===== src/rtl/rsg_pkg.sv =====
package rsg_pkg;
  localparam int HW = 10;

  typedef enum logic [1:0] {STD_NTSC = 2'd0, STD_PAL = 2'd1, STD_PAL60 = 2'd2} std_e;

  typedef struct packed {
    logic [HW-1:0] len;
    logic [HW-1:0] sync_end;
    logic [HW-1:0] burst_beg;
    logic [HW-1:0] burst_end;
    logic [HW-1:0] act_beg;
  } htime_t;

  function automatic htime_t h_table(std_e s, logic fam);
    htime_t t;
    t.sync_end  = fam ? HW'(67)  : HW'(64);
    t.burst_end = fam ? HW'(112) : HW'(106);
    t.burst_beg = fam ? HW'(75)  : HW'(71);
    t.act_beg   = fam ? HW'(135) : HW'(128);
    case (s)
      STD_NTSC: begin
        t.len = fam ? HW'(910) : HW'(858);
        if (fam) t.burst_beg = HW'(76);
      end
      STD_PAL: begin
        t.len     = fam ? HW'(908) : HW'(864);
        t.act_beg = fam ? HW'(149) : HW'(142);
      end
      default: t.len = fam ? HW'(902) : HW'(858);
    endcase
    return t;
  endfunction
endpackage


===== src/rtl/rsg_mode_dec.sv =====
module rsg_mode_dec
  import rsg_pkg::*;
(
  input  logic   std_625,
  input  logic   pal_full,
  input  logic   clk_family,
  output std_e   std,
  output htime_t ht
);
  always_comb begin
    if (!std_625)     std = STD_NTSC;
    else if (pal_full) std = STD_PAL;
    else               std = STD_PAL60;
    ht = h_table(std, clk_family);
  end
endmodule


===== src/rtl/rsg_hcount.sv =====
module rsg_hcount
  import rsg_pkg::*;
(
  input  logic          clk,
  input  logic          rst_n,
  input  logic          run,
  input  htime_t        ht,
  output logic [HW-1:0] hcnt,
  output logic          line_end,
  output logic          hsync_n,
  output logic          burst_gate,
  output logic          act_h
);
  logic last_pix;
  assign last_pix = (hcnt >= ht.len - HW'(1));
  assign line_end = run && last_pix;

  always_ff @(posedge clk or negedge rst_n) begin
    if (!rst_n)      hcnt <= '0;
    else if (run)    hcnt <= last_pix ? '0 : hcnt + HW'(1);
  end

  assign hsync_n    = !(run && (hcnt < ht.sync_end));
  assign burst_gate = run && (hcnt >= ht.burst_beg) && (hcnt < ht.burst_end);
  assign act_h      = run && (hcnt >= ht.act_beg);

  // a line end is followed by pixel 0
  assert_line_wrap_R1: assert property (@(posedge clk) disable iff (!rst_n)
    line_end |=> (hcnt == '0));
  // burst never overlaps horizontal sync
  assert_burst_clear_R3: assert property (@(posedge clk) disable iff (!rst_n)
    burst_gate |-> hsync_n);
endmodule


===== src/rtl/rsg_vcount.sv =====
module rsg_vcount
  import rsg_pkg::*;
#(
  parameter int FIELD_525   = 262,
  parameter int FIELD_625   = 312,
  parameter int BLANK_525   = 19,
  parameter int BLANK_625   = 23,
  parameter int VSYNC_LINES = 3,
  parameter int LW          = 10
) (
  input  logic          clk,
  input  logic          rst_n,
  input  logic          run,
  input  logic          line_end,
  input  logic [HW-1:0] hcnt,
  input  logic [HW-1:0] half_pos,
  input  std_e          std,
  input  logic          interlace,
  input  logic          add_half,
  output logic          vsync_n,
  output logic          field_odd,
  output logic          line_blank
);
  logic [LW-1:0] lcnt, fl, bl, frame_lines, vsl;
  logic          past_half, odd_v, even_v;

  assign fl  = (std == STD_PAL) ? LW'(FIELD_625) : LW'(FIELD_525);
  assign bl  = (std == STD_PAL) ? LW'(BLANK_625) : LW'(BLANK_525);
  assign vsl = LW'(VSYNC_LINES);
  assign frame_lines = interlace ? (fl + fl + LW'(1)) : (fl + LW'(add_half));

  always_ff @(posedge clk or negedge rst_n) begin
    if (!rst_n)        lcnt <= '0;
    else if (line_end) lcnt <= (lcnt >= frame_lines - LW'(1)) ? '0 : lcnt + LW'(1);
  end

  assign past_half = (hcnt >= half_pos);
  assign odd_v  = (lcnt < vsl);
  assign even_v = interlace && (((lcnt == fl) && past_half) ||
                                ((lcnt > fl) && (lcnt < fl + vsl)) ||
                                ((lcnt == fl + vsl) && !past_half));
  assign vsync_n   = !(run && (odd_v || even_v));
  assign field_odd = !(interlace && (((lcnt == fl) && past_half) || (lcnt > fl)));
  assign line_blank = (lcnt < bl) || (interlace && (lcnt >= fl) && (lcnt <= fl + bl));

  // in interlaced scan each vertical sync flips the field flag
  assert_field_flip_R8: assert property (@(posedge clk) disable iff (!rst_n)
    (interlace && $past(run) && $fell(vsync_n)) |-> (field_odd != $past(field_odd)));
  // line counter stays inside the frame
  assert_line_range_R5: assert property (@(posedge clk) disable iff (!rst_n)
    lcnt < frame_lines);
endmodule


===== src/rtl/raster_sync_gen.sv =====
module raster_sync_gen
  import rsg_pkg::*;
#(
  parameter int FIELD_525   = 262,
  parameter int FIELD_625   = 312,
  parameter int BLANK_525   = 19,
  parameter int BLANK_625   = 23,
  parameter int VSYNC_LINES = 3
) (
  input  logic clk,
  input  logic rst_n,
  input  logic std_625,
  input  logic pal_full,
  input  logic clk_family,
  input  logic interlace,
  input  logic add_half,
  output logic hsync_n,
  output logic vsync_n,
  output logic burst_gate,
  output logic active_gate,
  output logic field_odd
);
  localparam int LW = $clog2(2 * FIELD_625 + 2);

  std_e          std;
  htime_t        ht;
  logic          run, line_end, act_h, line_blank;
  logic [HW-1:0] hcnt;

  always_ff @(posedge clk or negedge rst_n) begin
    if (!rst_n) run <= 1'b0;
    else        run <= 1'b1;
  end

  rsg_mode_dec u_dec (
    .std_625(std_625), .pal_full(pal_full), .clk_family(clk_family),
    .std(std), .ht(ht)
  );

  rsg_hcount u_h (
    .clk(clk), .rst_n(rst_n), .run(run), .ht(ht), .hcnt(hcnt),
    .line_end(line_end), .hsync_n(hsync_n), .burst_gate(burst_gate), .act_h(act_h)
  );

  rsg_vcount #(
    .FIELD_525(FIELD_525), .FIELD_625(FIELD_625), .BLANK_525(BLANK_525),
    .BLANK_625(BLANK_625), .VSYNC_LINES(VSYNC_LINES), .LW(LW)
  ) u_v (
    .clk(clk), .rst_n(rst_n), .run(run), .line_end(line_end), .hcnt(hcnt),
    .half_pos(ht.len >> 1), .std(std), .interlace(interlace), .add_half(add_half),
    .vsync_n(vsync_n), .field_odd(field_odd), .line_blank(line_blank)
  );

  assign active_gate = act_h && !line_blank;

  // progressive vertical sync always starts together with horizontal sync
  assert_prog_align_R6: assert property (@(posedge clk) disable iff (!rst_n)
    (!interlace && $fell(vsync_n)) |-> $fell(hsync_n));
  // picture gate never overlaps sync or burst
  assert_active_clear_R4: assert property (@(posedge clk) disable iff (!rst_n)
    active_gate |-> (hsync_n && !burst_gate));
  // before the raster starts every output is idle
  assert_idle_R9: assert property (@(posedge clk) disable iff (!rst_n)
    !run |-> (hsync_n && vsync_n && !burst_gate && !active_gate && field_odd));
endmodule


===== config.mk =====
export PLATFORM = sky130hd
export DESIGN_NAME = raster_sync_gen
export DESIGN_NICKNAME = d
export VERILOG_FILES = /design/src/rtl/rsg_pkg.sv /design/src/rtl/rsg_mode_dec.sv /design/src/rtl/rsg_hcount.sv /design/src/rtl/rsg_vcount.sv /design/src/rtl/raster_sync_gen.sv
export SDC_FILE = /design/constraint.sdc
export NUM_CORES = 1
export LEC_CHECK = 0
export ABC_AREA = 1
export BUFFER_PORTS_ARGS = -buffer_cell sky130_fd_sc_hd__buf_2
export CORE_ASPECT_RATIO = 1.1
export CORE_UTILIZATION = 68
export DETAILED_ROUTE_END_ITERATION = 7
export PLACE_DENSITY_LB_ADDON = 0.15
export SLEW_MARGIN = 25
export SYNTH_ARGS = -nofsm -noshare
export SYNTH_HDL_FRONTEND = slang
export SYNTH_SLANG_ARGS = --single-unit

===== constraint.sdc =====
create_clock -name clk -period 11 [get_ports clk]
set_input_delay 3.3 -clock clk [delete_from_list [all_inputs] [get_ports clk]]
set_output_delay 3.3 -clock clk [all_outputs]
set_load 0.01 [all_outputs]

# Word-level counts from Yosys, hierarchy flattened
# Index checks and enable logic that the tools add are counted.
[totals]
output_inout_bits = 5
inputBits = 7
ff_bits = 21
[classes]
order_cmp = 13
add_sub_neg = 9
reduce_logical = 25
mux = 19
eq_ne = 3
[ops]
columns = ["op", "n"]
rows = [
  ["$mux W10", 6],
  ["$ge A10 B10 Y1", 5],
  ["$add A10 B1 Y10 const B", 3],
  ["$mux W8", 3],
  ["$add A10 B10 Y10", 2],
  ["$eq A10 B10 Y1", 2],
  ["$lt A10 B10 Y1", 2],
  ["$lt A10 B7 Y1", 2],
  ["$pmux W10 S2", 1],
  ["$sub A10 B1 Y10 const B", 2],
  ["$logic_and A1 B1 Y1", 14],
  ["$add A10 B1 Y10", 1],
  ["$add A10 B2 Y10 const B", 1],
  ["$ge A10 B9 Y1", 1],
  ["$gt A10 B10 Y1", 1],
  ["$le A10 B10 Y1", 1],
  ["$lt A10 B2 Y1 const B", 1],
  ["$mux W5", 2],
  ["$mux W2", 3],
  ["$mux W3", 2],
  ["$mux W6", 1],
  ["$logic_not A1 Y1", 5],
  ["$logic_or A1 B1 Y1", 5],
  ["$mux W4", 1],
  ["2 further kinds", 2],
]

# Logic depth before layout (Yosys ltp)
# Gate-level depths: netlist of run 1.
[depth]
word_depth = 13
depth_mapped = 16
ltp_nobuf = 16

# By module
# From an unflattened synthesis of run 1, not the netlist that was laid out.
[hier_totals]
hier_cells = 599
hier_area_um2 = 4021.4
[by_module_without_submodules]
columns = ["mod", "seq_area_each_um2", "instances", "area_each_um2", "cells_each"]
rows = [
  ["rsg_hcount", 250.2, 1, 2026.9, 296],
  ["rsg_vcount", 250.2, 1, 1542.7, 237],
  ["rsg_mode_dec", 0.0, 1, 409.1, 61],
  ["raster_sync_gen", 25.0, 1, 42.5, 5],
]

# Least setup slack after synthesis of run 1
# No wires, ideal clock.
[synth_path]
path_kind = "in2out"
start = "input pal_full"
end = "output vsync_n"
t_arrival_ns = 5.027
stages = 14
n_path_buf = 0
slack_ns = 2.673
t_required_ns = 7.700
path_cell_list = "nand2_1 > inv_1 > ha_1 > o22ai_1 > ha_1 > nand3_1 > nor2_1 > nand2_1 > nand3_1 > nand2_1 > nand3_1 > nand2_1 > nand2_1 > nand2_1"
[synth_via]
elab_chain_cells = 13
word_cells_on_any_way = 22
[synth_rtl]
columns = ["item", "line_no", "rtl"]
rows = [
  ["start: declaration", "raster_sync_gen.sv:13", "input logic pal_full,"],
  ["$mux W2 (*)", "rsg_mode_dec.sv:12", "else if (pal_full) std = STD_PAL;"],
  ["$mux W2 (*)", "rsg_mode_dec.sv:11", "if (!std_625) std = STD_NTSC;"],
  ["$eq A2 B1 Y1", "rsg_pkg.sv:20, rsg_vcount.sv:27", ""],
  ["$mux W6", "rsg_vcount.sv:27", "assign fl = (std == STD_PAL) ? LW'(FIELD_625) : LW'(FIELD_525);"],
  ["$add A10 B2 Y10", "rsg_vcount.sv:40, rsg_vcount.sv:41", ""],
  ["$lt A10 B10 Y1", "rsg_vcount.sv:40", "((lcnt > fl) && (lcnt < fl + vsl)) ||"],
  ["$logic_and A1 B1 Y1", "rsg_vcount.sv:40", ""],
  ["$logic_or A1 B1 Y1", "rsg_vcount.sv:39", "assign even_v = interlace && (((lcnt == fl) && past_half) ||"],
  ["$logic_or A1 B1 Y1 (*)", "rsg_vcount.sv:40", ""],
  ["$logic_and A1 B1 Y1 (*)", "rsg_vcount.sv:39", ""],
  ["$logic_or A1 B1 Y1 (*)", "rsg_vcount.sv:42", "assign vsync_n = !(run && (odd_v || even_v));"],
  ["$logic_and A1 B1 Y1 (*)", "rsg_vcount.sv:42", ""],
  ["$logic_not A1 Y1 (*)", "rsg_vcount.sv:42", ""],
  ["end: declaration", "raster_sync_gen.sv:18", "output logic vsync_n,"],
]
# Every way passes the cells marked *; elsewhere a longest branch is shown, timed or not.

# Worst setup path in the final report of run 1
[layout_path]
start = "input std_625"
end = "output vsync_n"
[layout_via]
elab_chain_cells = 12
word_cells_on_any_way = 21
[layout_rtl]
columns = ["item", "line_no", "rtl"]
rows = [
  ["start: declaration", "raster_sync_gen.sv:12", "input logic std_625,"],
  ["$mux W2 (*)", "rsg_mode_dec.sv:11", ""],
  ["$eq A2 B1 Y1", "rsg_pkg.sv:20, rsg_vcount.sv:27", ""],
  ["$mux W6", "rsg_vcount.sv:27", ""],
  ["$add A10 B2 Y10", "rsg_vcount.sv:40, rsg_vcount.sv:41", ""],
  ["$lt A10 B10 Y1", "rsg_vcount.sv:40", ""],
  ["$logic_and A1 B1 Y1", "rsg_vcount.sv:40", ""],
  ["$logic_or A1 B1 Y1", "rsg_vcount.sv:39", ""],
  ["$logic_or A1 B1 Y1 (*)", "rsg_vcount.sv:40", ""],
  ["$logic_and A1 B1 Y1 (*)", "rsg_vcount.sv:39", ""],
  ["$logic_or A1 B1 Y1 (*)", "rsg_vcount.sv:42", ""],
  ["$logic_and A1 B1 Y1 (*)", "rsg_vcount.sv:42", ""],
  ["$logic_not A1 Y1 (*)", "rsg_vcount.sv:42", ""],
]
# Marked as above.

==> results.tsv, run 1 <==
metric	value	unit
status	completed	
max_cap viols	0	
Final Instance Count excl. Fillers	439	
Peak Freq	112	MHz
mean post-synth cell area	6.90	um^2
dpl hpwl	4490	um
Pleak	1.48	nW
Seq/Total Area, Yosys	20.2	%
GR Util All Layers	31.2	%
io pins	12	
Tightest Hold Check Type	flip-flop to flip-flop	
Final setup viols	0	
crit path from	std_625	
num rows	23	
Antenna Nets Post-Route	0	
gpl congestion	0.878	
pwr dens	185	nW/um^2
Detailed Routing Iterations Pass 1	4	
die height	66.9	um
cell internal pwr	247	uW
initial antenna violation count	0	
worst slew pin tran	0.510	ns
Period minus WS final	8.93	ns
first-pass GRT wire length	9500	um
Core ar.	3650	um^2
clk slew on worst S/H paths	0.07	ns
Clock Path Buffers	2	
peak supply drop	0.147	mV
Slew headroom	65.9	%
Starting DRT DRC Count	216	
hold endpoint	u_h.hcnt[9]	
worst reg-to-reg setup slack	8.90	ns
Final Max Tran Viols	0	
RSZ-0062 raised after global routing	false	
die span in x	61.0	um
Worst EP arrival	5.63	ns
Mapped Cells	377	
layout cells sized above 1	5.91	%
Clock power frac	9.9	%
CP Class	input port to output port	
CP Capture Type	output port	
vias	2387	
Nets	450	
most area-consuming cells after synthesis	ha_1, dfrtp_1, nand2_1	
cells resized by post-CTS repair	0	
fill cell count	315	
grt ovf	0	
Vias/cell	5.44	
sw power	258	uW
register bit total from synthesis	21	
CTS Root Cell	clkbuf_8	
register share of total power	32.9	%
Worst EP required	7.70	ns
Die Area	4080	um^2
worst hold start	u_h.hcnt[9]	
Final Hold Viols	0	
sinks on the clock net	21	
Final Cycle Share	81.2	%
P&R area growth vs syn	5.05	%
most frequent cells in the layout	nand2_1, inv_1, ha_1	
setup bufs post-CTS	0	
DR WL/cell	13.0	um
# diodes	0	
switching fraction of total power	51.1	%
Synth warnings	0	
drt total wl	5690	um
vias in the first global route	2208	
drt drc	0	
initial core utilization	71.2	%
maximum fanout along the worst path	14	
CP Launch Type	input port	
top-area cell type share of the netlist area	25.5	%
Clock Skew	0.00340	ns
Netlist Area Pre-Place	2600	um^2
Setup TNS Final	0	ns
FF-to-FF path depth	8	
CTS tree	built	
Inserted Clock Buffers	3	
Worst R2R End	u_v.lcnt[2]	
H-tree depth	1	
Port-buffer cells	11	
clk_lat worst skew	0.26	ns
Synth cell types	34	
hold path cells	2	
launching point of the worst reg2reg path	u_v.lcnt[5]	
cts hold-fix bufs	0	
largest net degree at the start of global routing	22	
Logic pwr share	57.2	%
dpl cells	435	
Yosys top cell by area	ha_1	
total power	505	uW
leading cell type in the layout, fill and taps excluded	nand2_1	
==> Yosys cell counts, drive strengths merged <==
master	instances
a21boi	2
a21oi	16
a31oi	2
buf	4
clkinv	1
conb	1
dfrtp	21
ha	53
inv	55
nand2	95
nand3	18
nand3b	2
nand4	9
nor2	45
nor3	7
nor3b	2
nor4	2
o211ai	2
o21a	1
o21ai	22
o21bai	1
o22ai	1
or2	2
xnor2	1
xor2	12
==> final cells by class <==
cell class / count / area, um^2 / share of cell area [%]
tap: 50 / 62.6 / 2.29
inverter: 56 / 211 / 7.74
multi-input combinational: 297 / 1830 / 67.1
clock buffer: 4 / 45.0 / 1.65
sequential: 21 / 526 / 19.2
timing repair buffer: 11 / 55.1 / 2.01
==> kinds of logic after synthesis <==
kind of cell	share of synthesized area, %
simple gates	30.3
flops	20.2
compound gates	10.1
fa+ha+maj	25.5
buf+inv	9.48
xor+xnor	4.38
other cells	0.144
==> per-stage QoR <==
stage                     instance area [um^2]  hold slack, ns  util (%)  setup WS [ns]
final                                     2730           0.610      74.8           2.07
after global placement                    2690           0.575      73.5           2.21
after floorplan                           2610           0.535         -           2.67
after detailed placement                  2690           0.583      73.5           2.10
after global routing                      2730           0.657      74.8           1.88
after CTS                                 2730           0.606      74.8           2.09
==> worst max-delay path by stage <==
stage / end
floorplan: vsync_n
global placement: vsync_n
finish: vsync_n
global route: vsync_n
detailed placement: vsync_n
CTS: vsync_n
==> power by group through the flow <==
stage,clock (mW),sequential (mW),combinational [mW]
after global placement,0,0.165,0.275
after floorplan,0,0.143,0.229
after CTS,0.0510,0.165,0.288
after detailed placement,0,0.167,0.285
final,0.0500,0.166,0.289
after global routing,0.0537,0.172,0.338
==> flip-flops by register name (all words and copies together), names as in the netlist <==
| signal | cells |
|---|---|
| u_h.hcnt | 10 |
| u_v.lcnt | 10 |
| run | 1 |
==> layer usage <==
layer  routed length [um]  track usage, %  vias to the layer above
met5                    0               0                        -
met4                  157            12.8                        0
met3                  161            3.69                       17
met2                 2870            55.6                       50
met1                 2500            37.1                     1071
li1                     -               -                     1249
==> worst max-delay path, cell delays in order <==
cell and delay [ns]:
buf_2 0.13, nand2_1 0.39, inv_1 0.25, ha_1 0.26, o22ai_1 0.27, ha_1 0.30, nand3_1 0.08, nor2_1 0.04
nand2_1 0.07, nand3_1 0.09, nand2_1 0.07, nand3_1 0.07, nand2_1 0.07, nand2_1 0.05, nand2_1 0.05, buf_2 0.13
No activity file was read; power rests on OpenSTA's default activity.
==> inputs of run 2 (changes only) <==
--- a/config.mk
+++ b/config.mk
@@ -8,7 +8,7 @@
 export ABC_AREA = 1
 export BUFFER_PORTS_ARGS = -buffer_cell sky130_fd_sc_hd__buf_2
 export CORE_ASPECT_RATIO = 1.1
-export CORE_UTILIZATION = 68
+export CORE_UTILIZATION = 57
 export DETAILED_ROUTE_END_ITERATION = 7
 export PLACE_DENSITY_LB_ADDON = 0.15
 export SLEW_MARGIN = 25
==> constraint.sdc (replaced) <==
create_clock -name clk -period 7.15 [get_ports clk]
set_input_delay 2.145 -clock clk [delete_from_list [all_inputs] [get_ports clk]]
set_output_delay 2.145 -clock clk [all_outputs]
set_load 0.01 [all_outputs]
==> results.tsv, run 2 (synthesized netlist as in run 1, its figures left out) <==
metric	value	unit	change
status	completed		
die span in x	66.4	um	+8.9%
Crit path max-delay family	simple AND/OR/NAND/NOR gates		
vias in the first global route	2363		+7.0%
RSZ-0062 raised after global routing	false		
vias	2417		+1.3%
Slew headroom	66.5	%	+0.53 points
CP Cell Sequence	buf_2, nand2_1, buf_4, inv_1, ha_1, o22ai_1, ha_1, nand3_1, nor2_1, nand2_1, nand3_1, nand2_1, nand3_1, nand2_1, nand2_1, nand2_1, buf_2		
Final setup viols	0		unchanged
DR WL/cell	12.7	um	-2.0%
Worst Hold Slack	0.613	ns	+0.00356 ns
Worst R2R End	u_v.lcnt[4]		
CTS Root Cell	clkbuf_8		
Tightest Hold Check Type	flip-flop to flip-flop		
Worst EP required	5.01	ns	-2.69 ns
crit path from	std_625		
Peak Freq	157	MHz	
initial antenna violation count	0		unchanged
Antenna Nets Post-Route	0		unchanged
fill cell count	410		+30%
Nets	451		+0.22%
CP Launch Type	input port		
final core utilization	63.1	%	-12 points
FF-to-FF path depth	8		unchanged
peak supply drop	0.176	mV	+19%
Placed Instance Area	2700	um^2	+0.47%
WP depth	17		+1
cts hold-fix bufs	0		unchanged
Port-buffer cells	11		unchanged
drt drc	0		unchanged
clk slew on worst S/H paths	0.07	ns	about the same
leading cell type in the layout, fill and taps excluded	nand2_1		
Starting DRT DRC Count	107		-50%
H-tree depth	1		unchanged
Inserted Clock Buffers	3		unchanged
GR Util All Layers	25.8	%	-5.4 points
clk_lat worst skew	0.26	ns	about the same
CP peak stage delay	0.30	ns	-0.09 ns
Die Area	4840	um^2	+19%
crit path buf inv count	4		+1
CP Capture Type	output port		
Clock Skew	0.00711	ns	+0.00371 ns
grt ovf	0		unchanged
worst slew pin tran	0.501	ns	-0.00819 ns
P&R area growth vs syn	5.53	%	
worst reg-to-reg setup slack	5.08	ns	-3.82 ns
sinks on the clock net	21		unchanged
Pleak	1.48	nW	+0.30%
largest net degree at the start of global routing	22		unchanged
max_cap viols	0		unchanged
setup bufs post-CTS	0		unchanged
Final Cycle Share	89.3	%	
first-pass GRT wire length	9870	um	+3.9%
launching point of the worst reg2reg path	u_v.lcnt[5]		
Setup TNS Final	0	ns	unchanged
initial core utilization	59.8	%	-11 points
# diodes	0		unchanged
cells resized by post-CTS repair	0		unchanged
most frequent cells in the layout	nand2_1, inv_1, ha_1		
crit path to	vsync_n		
die height	72.9	um	+8.9%
Period minus WS final	6.38	ns	
Vias/cell	5.44		+0.12%
Worst EP arrival	4.24	ns	-1.39 ns
CP Class	input port to output port		
CTS tree	built		
Crit-path slowest cell	ha_1		
Crit path top cell by count	nand2_1		
gpl congestion	0.834		-5.0%
drt total wl	5640	um	-0.90%
maximum fanout along the worst path	14		unchanged
Final Max Tran Viols	0		unchanged
final instance area	2750	um^2	+0.46%
io pins	12		unchanged
Final Hold Viols	0		unchanged
total power	775	uW	+53%
Detailed Routing Iterations Pass 1	4		unchanged
num rows	25		+8.7%
Largest regs	u_h.hcnt x10, u_v.lcnt x10, run x1		
Core ar.	4350	um^2	+19%
pwr dens	282	nW/um^2	+53%
layout cells sized above 1	6.15	%	+0.24 points
Clock Path Buffers	2		unchanged
dpl hpwl	4500	um	+0.13%
## run 2: cell count changes in the layout (fill, tap and decap cells not counted), sizes merged
cell	change
buf	+1
## run 2: how the worst min path moves through the flow
stage	from	to	slack, ns	depth (start not counted)
2_1_floorplan	u_h.hcnt[0]	u_h.hcnt[0]	0.54	2
3_3_place_gp	u_h.hcnt[9]	u_h.hcnt[9]	0.58	2
3_5_place_dp	u_h.hcnt[9]	u_h.hcnt[9]	0.58	2
4_1_cts	u_h.hcnt[9]	u_h.hcnt[9]	0.61	2
5_1_grt	u_h.hcnt[0]	u_h.hcnt[0]	0.66	2
6_report	u_v.lcnt[0]	u_v.lcnt[0]	0.61	2
## run 2: layout make-up
type                       instances  area [um^2]  share of cell area (%)
tap                               54         67.6                    2.46
sequential                        21          526                    19.1
inverter                          56          211                    7.70
timing repair buffer              12         62.6                    2.28
multi-input combinational        297         1830                    66.8
clock buffer                       4         45.0                    1.64
## run 2: report_power, final
| part | internal [mW] | total, mW | leakage (nW) | switching [mW] |
|---|---|---|---|---|
| registers | 0.162 | 0.255 | 0.260 | 0.0938 |
| logic | 0.180 | 0.443 | 1.20 | 0.263 |
| clock network | 0.0396 | 0.0761 | 0.0228 | 0.0365 |
| total | 0.381 | 0.775 | 1.48 | 0.393 |
## run 2: worst register-to-register path, cell delays in order, from the launching register on
cell and delay, ns:
dfrtp_1 0.47, ha_1 0.39, a21oi_1 0.17, o21ai_0 0.11, nand2_1 0.07, nand4_1 0.39
nor3_1 0.29, nand2_1 0.07, nand2_1 0.05
## run 2: layer usage
metal,routed length [um],GRT usage (%),vias up
met2,2880,49.1,51
met3,136,3.59,10
met1,2540,30.4,1103
met4,88,5.44,0
li1,-,-,1253
met5,0,0,-
## run 2: per-stage QoR
step / worst slack, ns / instances
2_1_floorplan: 1.13 / 378
3_3_place_gp: 0.875 / 440
3_5_place_dp: 0.786 / 440
4_1_cts: 0.782 / 444
5_1_grt: 0.525 / 444
6_report: 0.767 / 444
